--- src/rtl/adc_frame_pkg.sv ---
package adc_frame_pkg;
  // Strobes from control to datapath, at most one active per cycle
  typedef struct packed {
    logic load;      // capture sample, clear data line
    logic shiftOut;  // drive next bit, advance shift register
    logic zeroOut;   // drive 0 on the data line
  } frameStrobes_t;
endpackage

--- src/rtl/adc_edge_sync.sv ---
module adc_edge_sync #(
  parameter int STAGES = 2
) (
  input  logic clk,
  input  logic rstN,
  input  logic asyncIn,
  output logic riseOut
);
  logic [STAGES-1:0] syncChain;
  logic              prevLevel;

  always_ff @(posedge clk) begin
    if (!rstN) begin
      syncChain <= '0;
      prevLevel <= 1'b0;
    end else begin
      syncChain <= {syncChain[STAGES-2:0], asyncIn};
      prevLevel <= syncChain[STAGES-1];
    end
  end

  assign riseOut = syncChain[STAGES-1] & ~prevLevel;

  AST_RISE_ONE_CYCLE: assert property (@(posedge clk) disable iff (!rstN)
    riseOut |=> !riseOut);
endmodule

--- src/rtl/adc_frame_ctrl.sv ---
module adc_frame_ctrl
  import adc_frame_pkg::*;
#(
  parameter int DATA_W    = 14,
  parameter int FRAME_LEN = 16,
  parameter int LEAD      = 2
) (
  input  logic                           clk,
  input  logic                           rstN,
  input  logic                           convRise,
  input  logic                           sckRise,
  output logic                           busy,
  output logic                           ignored,
  output logic [$clog2(FRAME_LEN+1)-1:0] edgeCount,
  output frameStrobes_t                  strobes
);
  localparam int CNT_W      = $clog2(FRAME_LEN + 1);
  localparam int FIRST_EDGE = LEAD + 1;
  localparam int LAST_EDGE  = LEAD + DATA_W;

  logic [CNT_W-1:0] nextCount;
  logic             accept;
  logic             countEdge;
  logic             inWindow;

  assign accept    = convRise && !busy;
  assign countEdge = sckRise && busy && !accept;
  assign nextCount = edgeCount + CNT_W'(1);
  assign inWindow  = (int'(nextCount) >= FIRST_EDGE) && (int'(nextCount) <= LAST_EDGE);

  always_comb begin
    strobes          = '0;
    strobes.load     = accept;
    strobes.shiftOut = countEdge && inWindow;
    strobes.zeroOut  = countEdge && !inWindow;
  end

  always_ff @(posedge clk) begin
    if (!rstN) begin
      busy      <= 1'b0;
      ignored   <= 1'b0;
      edgeCount <= '0;
    end else begin
      ignored <= convRise && busy;
      if (accept) begin
        busy      <= 1'b1;
        edgeCount <= '0;
      end else if (countEdge) begin
        edgeCount <= nextCount;
        if (int'(nextCount) == FRAME_LEN) busy <= 1'b0;
      end
    end
  end

  AST_COUNT_BOUND: assert property (@(posedge clk) disable iff (!rstN)
    int'(edgeCount) <= FRAME_LEN);
  AST_IDLE_HOLD: assert property (@(posedge clk) disable iff (!rstN)
    (!busy && !convRise) |=> $stable(edgeCount));
  AST_BUSY_END: assert property (@(posedge clk) disable iff (!rstN)
    (busy && sckRise && int'(edgeCount) == FRAME_LEN-1) |=> !busy);
  AST_IGNORED_WHEN_BUSY: assert property (@(posedge clk) disable iff (!rstN)
    ignored |-> $past(busy));
  AST_IGNORED_KEEPS_COUNT: assert property (@(posedge clk) disable iff (!rstN)
    (busy && convRise && !sckRise) |=> (busy && $stable(edgeCount)));
endmodule

--- src/rtl/adc_frame_dp.sv ---
module adc_frame_dp
  import adc_frame_pkg::*;
#(
  parameter int DATA_W = 14
) (
  input  logic              clk,
  input  logic              rstN,
  input  logic [DATA_W-1:0] sampleIn,
  input  frameStrobes_t     strobes,
  output logic              sdo
);
  logic [DATA_W-1:0] shiftReg;

  always_ff @(posedge clk) begin
    if (!rstN) begin
      shiftReg <= '0;
      sdo      <= 1'b0;
    end else if (strobes.load) begin
      shiftReg <= sampleIn;
      sdo      <= 1'b0;
    end else if (strobes.shiftOut) begin
      sdo      <= shiftReg[DATA_W-1];
      shiftReg <= {shiftReg[DATA_W-2:0], 1'b0};
    end else if (strobes.zeroOut) begin
      sdo      <= 1'b0;
    end
  end

  AST_LOAD_CLEARS_SDO: assert property (@(posedge clk) disable iff (!rstN)
    strobes.load |=> !sdo);
  AST_ZERO_DRIVES_LOW: assert property (@(posedge clk) disable iff (!rstN)
    strobes.zeroOut |=> !sdo);
  AST_SDO_HOLDS: assert property (@(posedge clk) disable iff (!rstN)
    (strobes == '0) |=> $stable(sdo));
endmodule

--- src/rtl/adc_frame_tx.sv ---
module adc_frame_tx
  import adc_frame_pkg::*;
#(
  parameter int DATA_W      = 14,
  parameter int FRAME_LEN   = 16,
  parameter int LEAD        = 2,
  parameter int SYNC_STAGES = 2
) (
  input  logic                           clk,
  input  logic                           rstN,
  input  logic                           convIn,
  input  logic                           sckIn,
  input  logic [DATA_W-1:0]              sampleIn,
  output logic                           sdoOut,
  output logic                           busyOut,
  output logic                           convIgnored,
  output logic [$clog2(FRAME_LEN+1)-1:0] sckCount
);
  logic          convRise;
  logic          sckRise;
  frameStrobes_t strobes;

  adc_edge_sync #(.STAGES(SYNC_STAGES)) u_convSync (
    .clk(clk), .rstN(rstN), .asyncIn(convIn), .riseOut(convRise));

  adc_edge_sync #(.STAGES(SYNC_STAGES)) u_sckSync (
    .clk(clk), .rstN(rstN), .asyncIn(sckIn), .riseOut(sckRise));

  adc_frame_ctrl #(.DATA_W(DATA_W), .FRAME_LEN(FRAME_LEN), .LEAD(LEAD)) u_ctrl (
    .clk(clk), .rstN(rstN), .convRise(convRise), .sckRise(sckRise),
    .busy(busyOut), .ignored(convIgnored), .edgeCount(sckCount), .strobes(strobes));

  adc_frame_dp #(.DATA_W(DATA_W)) u_dp (
    .clk(clk), .rstN(rstN), .sampleIn(sampleIn), .strobes(strobes), .sdo(sdoOut));
endmodule

--- config.mk ---
export PLATFORM = sky130hd
export DESIGN_NAME = adc_frame_tx
export DESIGN_NICKNAME = d
export VERILOG_FILES = /design/src/rtl/adc_frame_pkg.sv /design/src/rtl/adc_edge_sync.sv /design/src/rtl/adc_frame_ctrl.sv /design/src/rtl/adc_frame_dp.sv /design/src/rtl/adc_frame_tx.sv
export SDC_FILE = /design/constraint.sdc
export NUM_CORES = 1
export LEC_CHECK = 0
export BUFFER_PORTS_ARGS = -buffer_cell sky130_fd_sc_hd__buf_2
export CORE_MARGIN = 2
export CORE_UTILIZATION = 57
export DETAILED_ROUTE_END_ITERATION = 16
export GPL_ROUTABILITY_DRIVEN = 0
export GPL_TIMING_DRIVEN = 0
export PLACE_DENSITY = 0.93
export RECOVER_POWER = 25
export SLEW_MARGIN = 0
export SYNTH_ARGS = -nofsm -noshare
export SYNTH_HDL_FRONTEND = slang
export SYNTH_HIERARCHICAL = 1
export SYNTH_SLANG_ARGS = --single-unit
--- constraint.sdc ---
create_clock -name clk -period 4.3 [get_ports clk]
set_input_delay 0.43 -clock clk [delete_from_list [all_inputs] [get_ports clk]]
set_output_delay 0.43 -clock clk [all_outputs]
set_load 0.03 [all_outputs]
Word-level counts from Yosys, hierarchy flattened
Index checks and enable logic that the tools add are counted.

word-level totals
  bits in registers = 28
  input bits = 18
  output and inout bits = 8

operators by class
  add/subtract/negate cells = 1
  magnitude comparators = 2
  eq/ne operators = 1
  multiplexer cells = 7
  bitwise operators = 5
  reductions and logical operators = 16

operators with widths
  operator             number
  $mux 14              2
  $reduce_bool 2->1    4
  $logic_and 1x1->1    7
  $add 5x1->5 const B  1
  $eq 5x5->1 const B   1
  $ge 5x2->1 const B   1
  $le 5x5->1 const B   1
  $mux 1               5
  $logic_not 1->1      3
  $not 1->1            3
  $and 1x1->1          2
  $reduce_and 2->1     1
  $reduce_or 2->1      1

Logic depth before layout (Yosys ltp)
  depth after elaboration = 8
  mapped depth = 9
  depth with buffers taken out = 7

Cells and area by module
The synthesis kept the hierarchy.

by module, submodules not included
  module          times used  cells an instance  area each (um^2)  seq. area each (um^2)
  adc_frame_dp    1           67                 744.5             300.3
  adc_frame_ctrl  1           54                 449.2             140.1
  adc_edge_sync   2           7                  92.6              60.1

Worst setup path after synthesis
No wires, ideal clock.

  path type = register -> register
  start point = reg u_ctrl.edgeCount[0]
  end point = reg u_dp.shiftReg[12]
  setup time = 0.116 ns
  data arrival time = 2.289 ns
  path slack = 1.895 ns
  cell stages (with the launch flop) = 10
  clock period less this slack = 2.405 ns
  cell sequence = dfxtp_1 -> ha_1 -> nand3_1 -> xor2_1 -> nand3_1 -> o2bb2ai_1 -> buf_6 -> buf_8 -> mux2_2 -> o211a_1

RTL lines
  what                    RTL line              text
  from (decl)             adc_frame_ctrl.sv:14  output logic [$clog2(FRAME_LEN+1)-1:0] edgeCount,
  from (signal assigned)  adc_frame_ctrl.sv:49  edgeCount <= nextCount;
  to (signal assigned)    adc_frame_dp.sv:19    shiftReg <= sampleIn;
  to (signal assigned)    adc_frame_dp.sv:23    shiftReg <= {shiftReg[DATA_W-2:0], 1'b0};
  to (decl)               adc_frame_dp.sv:12    logic [DATA_W-1:0] shiftReg;

==> load_flow_metrics.sql <==
INSERT INTO impl_metrics (metric_group, metric, value, unit) VALUES
('grt', 'global_route.usage.total', '22.0', '%'),
('clock_network', 'cts_tree', 'done', ''),
('pwr', 'peakVddDrop', '0.226', 'mV'),
('placement', 'dp.final_hpwl', '2020', 'microns'),
('clock_network', 'cts-root-to-sink-buffers', '2', ''),
('logic_synthesis', 'yosysWarnings', '6', ''),
('clock_network', 'worst_skew_pair.late_latency', '0.32', 'ns'),
('logic_synthesis', 'synth.yosys.seq_area_share', '40.7', '%'),
('setup_path', 'critPathLaunchType', 'flip-flop', ''),
('run', 'cap_viol_max_count', '0', ''),
('layout', 'final_net_count', '186', ''),
('logic_synthesis', 'ys_types', '37', ''),
('clock_network', 'cts_inserted_buffers', '3', ''),
('placement', 'dpl-instance-area', '0.00154', 'sq mm'),
('routing', 'drt_iter0_drc', '17', ''),
('logic_synthesis', 'syn_inst', '135', ''),
('setup_path', 'critPathArrivalTime', '2.78', 'ns'),
('clock_network', 'hold_buffers', '0', ''),
('logic_synthesis', 'mappedNetlistArea', '0.00138', 'sq mm'),
('routing', 'first_pass_iters', '4', ''),
('sta', 'finalClockSkew', '0.00112', 'ns'),
('sta', 'tns', '0', 'ns'),
('clock_network', 'postCtsSetupRepairBufs', '0', ''),
('floorplanning', 'pin_count', '26', ''),
('sta', 'transition_time_of_the_tightest_slew_check_pin', '0.513', 'ns'),
('routing', 'avgRoutedWirePerCell', '14.0', 'microns'),
('floorplanning', 'die_height', '53.2', 'microns'),
('layout', 'num_antenna_cells', '0', ''),
('routing', 'drt-vias-per-instance', '5.53', ''),
('sta', 'post-route-min-period', '2.55', 'ns'),
('clock_network', 'cts.clk_slew.worst_paths', '0.15', 'ns'),
('logic_synthesis', 'synth_nets', '156', ''),
('worst_hold_path', 'min-delay-path-class', 'primary input to flip-flop', ''),
('grt', 'global_route_wire_length_before_repair', '4390', 'microns'),
('sta', 'period_share', '59.2', '%'),
('floorplanning', 'dieWidth', '53.2', 'microns'),
('logic_synthesis', 'post_synth.cell_area_avg', '10.2', 'sq um'),
('grt', 'grt_antenna_before_repair', '0', ''),
('sta', 'timing.final.hold_violations', '0', ''),
('setup_path', 'end_kind', 'flip-flop', ''),
('layout', 'final_cell_area', '0.00157', 'sq mm'),
('floorplanning', 'fp-row-count', '17', ''),
('sta', 'max_freq', '393', 'MHz'),
('grt', 'grt_start_max_net_pins', '16', ''),
('routing', 'via_total_after_detailed_routing', '1061', ''),
('routing', 'postRouteWirelength', '2700', 'microns'),
('clock_network', 'htreeDepth', '1', ''),
('sta', 'maxSlewHeadroom', '65.8', '%'),
('logic_synthesis', 'synth-seq-cells', '28', ''),
('placement', 'io_buffers', '25', ''),
('layout', 'area_growth', '14.2', '%'),
('clock_network', 'clkSinkCount', '28', ''),
('sta', 'grt_setup_unrepaired', 'no', ''),
('layout', 'utilization', '69.8', '%'),
('sta', 'slew_limit_fails', '0', ''),
('setup_path', 'worstPathRequired', '4.54', 'ns'),
('layout', 'drive_gt1_share', '29.9', '%'),
('clock_network', 'post_cts_resized', '0', ''),
('clock_network', 'clock-root-buffer', 'sky130_fd_sc_hd__clkbuf_4', ''),
('setup_path', 'critPathKind', 'flip-flop to flip-flop', ''),
('setup_path', 'critical_path_peak_fanout', '10', ''),
('pwr', 'leakagePower', '0.802', 'nW'),
('routing', 'detail_route.drc_violations', '0', ''),
('pwr', 'p_per_area', '282', 'mW/mm^2'),
('sta', 'fin_hold_ws', '0.297', 'ns'),
('grt', 'grt_overflow_total', '0', ''),
('grt', 'first_global_vias', '984', ''),
('floorplanning', 'die_area', '0.00283', 'sq mm'),
('routing', 'drtAntennaViolNets', '0', ''),
('sta', 'setup_viol', '0', ''),
('floorplanning', 'core_region_area', '0.00225', 'sq mm'),
('floorplanning', 'start_util', '61.2', '%'),
('outcome', 'status', 'complete, no violations', '');
==> metrics by stage <==
stage | cells | power, mW | setup WS, ns
after floorplan | 135 | 0.305 | 1.89
after global placement | 188 | 0.318 | 1.95
after detailed placement | 188 | 0.321 | 1.79
after CTS | 192 | 0.447 | 1.76
after global routing | 192 | 0.466 | 1.63
final | 192 | 0.444 | 1.75
==> critical path: stages (launching register included) <==
cell and delay, ns:
sky130_fd_sc_hd__dfxtp_1 0.53, sky130_fd_sc_hd__ha_1 0.29, sky130_fd_sc_hd__nand3_1 0.12, sky130_fd_sc_hd__xor2_1 0.27, sky130_fd_sc_hd__nand3_1 0.18, sky130_fd_sc_hd__o2bb2ai_1 0.22, sky130_fd_sc_hd__buf_6 0.16, sky130_fd_sc_hd__buf_8 0.13
sky130_fd_sc_hd__mux2_2 0.34, sky130_fd_sc_hd__o211a_1 0.21
==> cells in the mapped netlist, drive strengths merged <==
cell type	count	area (sq um)
a41oi	1	16.3
or2	1	6.26
nor3b	2	15.0
o2bb2ai	1	8.76
o211a	13	130
o22ai	1	12.5
a21bo	1	10.0
nand3	2	10.0
xnor2	2	17.5
nand4	1	6.26
buf	5	42.5
clkbuf	3	11.3
and2	6	37.5
inv	2	7.51
nor2	7	26.3
or3	1	6.26
mux2i	1	10.0
and3	1	6.26
nor2b	4	40.0
or3b	2	17.5
mux2	13	146
a21boi	1	7.51
ha	3	37.5
nand2	5	18.8
a21oi	6	30.0
xor2	2	17.5
nand3b	1	7.51
nand2b	14	87.6
a211oi	1	7.51
dfxtp	28	561
nor3	3	15.0
o21ai	1	5.00
==> report_power, final <==
part           switching [mW]  leakage [nW]  internal (mW)  total, mW
registers             0.00487         0.228          0.269      0.274
logic                  0.0193         0.552         0.0222     0.0415
clock network          0.0764        0.0210         0.0518      0.128
total                   0.101         0.802          0.343      0.444
==> worst paths after layout <==
| path | from | to | slack, ns | depth (start not counted) |
|---|---|---|---|---|
| hold reg to reg | u_sckSync/syncChain[0] | u_sckSync/syncChain[1] | 0.45 | 1 |
| setup reg to reg | u_ctrl/edgeCount[0] | u_dp/shiftReg[2] | 1.75 | 9 |
| hold / removal | convIn | u_convSync/syncChain[0] | 0.30 | 2 |
| setup / recovery | u_ctrl/edgeCount[0] | u_dp/shiftReg[2] | 1.75 | 9 |
==> layer usage <==
layer / global-route usage (%) / part of all wire, % / vias to the layer above
met5: 0 / 0 / -
met4: 7.26 / 0.85 / 0
met3: 5.37 / 4.7 / 4
met2: 38.5 / 52 / 24
met1: 26.1 / 43 / 504
li1: - / - / 529
==> logic make-up (layout without fill, tap and decap cells) <==
family / after synthesis / in the layout / share of synthesized area, %
AO/OA/AOI/OAI: 26 / 26 / 16.5
buffers and inverters: 10 / 39 / 4.45
adder cells (fa/ha/maj): 3 / 3 / 2.72
AND/OR/NAND/NOR: 50 / 50 / 21.8
XOR/XNOR: 4 / 4 / 2.54
multiplexers: 14 / 14 / 11.3
flip-flops: 28 / 28 / 40.7
==> area by class of cell <==
class,instances,area [sq um]
Fill cell,200,681
Inverter,2,7.51
Sequential cell,28,561
Tap cell,28,35.0
Buffer,8,53.8
Clock buffer,4,36.3
Timing Repair Buffer,25,124
Multi-Input combinational cell,97,757
==> cells in the final DEF (no fill, tap or decap), types with 2 or more instances in the layout <==
cell	synthesis	routed
sky130_fd_sc_hd__ha_1	3	3
sky130_fd_sc_hd__nor3_1	3	3
sky130_fd_sc_hd__nand2b_1	14	14
sky130_fd_sc_hd__nor2b_4	2	2
sky130_fd_sc_hd__clkbuf_1	3	4
sky130_fd_sc_hd__or3b_1	2	2
sky130_fd_sc_hd__nor3b_1	2	2
sky130_fd_sc_hd__xor2_1	2	2
sky130_fd_sc_hd__o211a_1	13	13
sky130_fd_sc_hd__xnor2_1	2	2
sky130_fd_sc_hd__nand2_1	5	5
sky130_fd_sc_hd__nand3_1	2	2
sky130_fd_sc_hd__nor2_1	7	7
sky130_fd_sc_hd__inv_1	2	2
sky130_fd_sc_hd__clkbuf_4	0	3
sky130_fd_sc_hd__buf_2	1	25
sky130_fd_sc_hd__dfxtp_1	28	28
sky130_fd_sc_hd__and2_0	0	2
sky130_fd_sc_hd__nor2b_1	2	2
sky130_fd_sc_hd__and2_1	6	4
sky130_fd_sc_hd__a21oi_1	6	6
sky130_fd_sc_hd__mux2_2	13	13
==> sequential cells by signal, indices dropped and copies added, names as in the netlist <==
signal	cells
u_convSync/prevLevel	1
u_convSync/syncChain	2
u_dp/shiftReg	14
u_sckSync/prevLevel	1
u_ctrl/edgeCount	5
u_dp/sdo	1
u_sckSync/syncChain	2
u_ctrl/ignored	1
u_ctrl/busy	1
(Power assumes the default switching activity.)
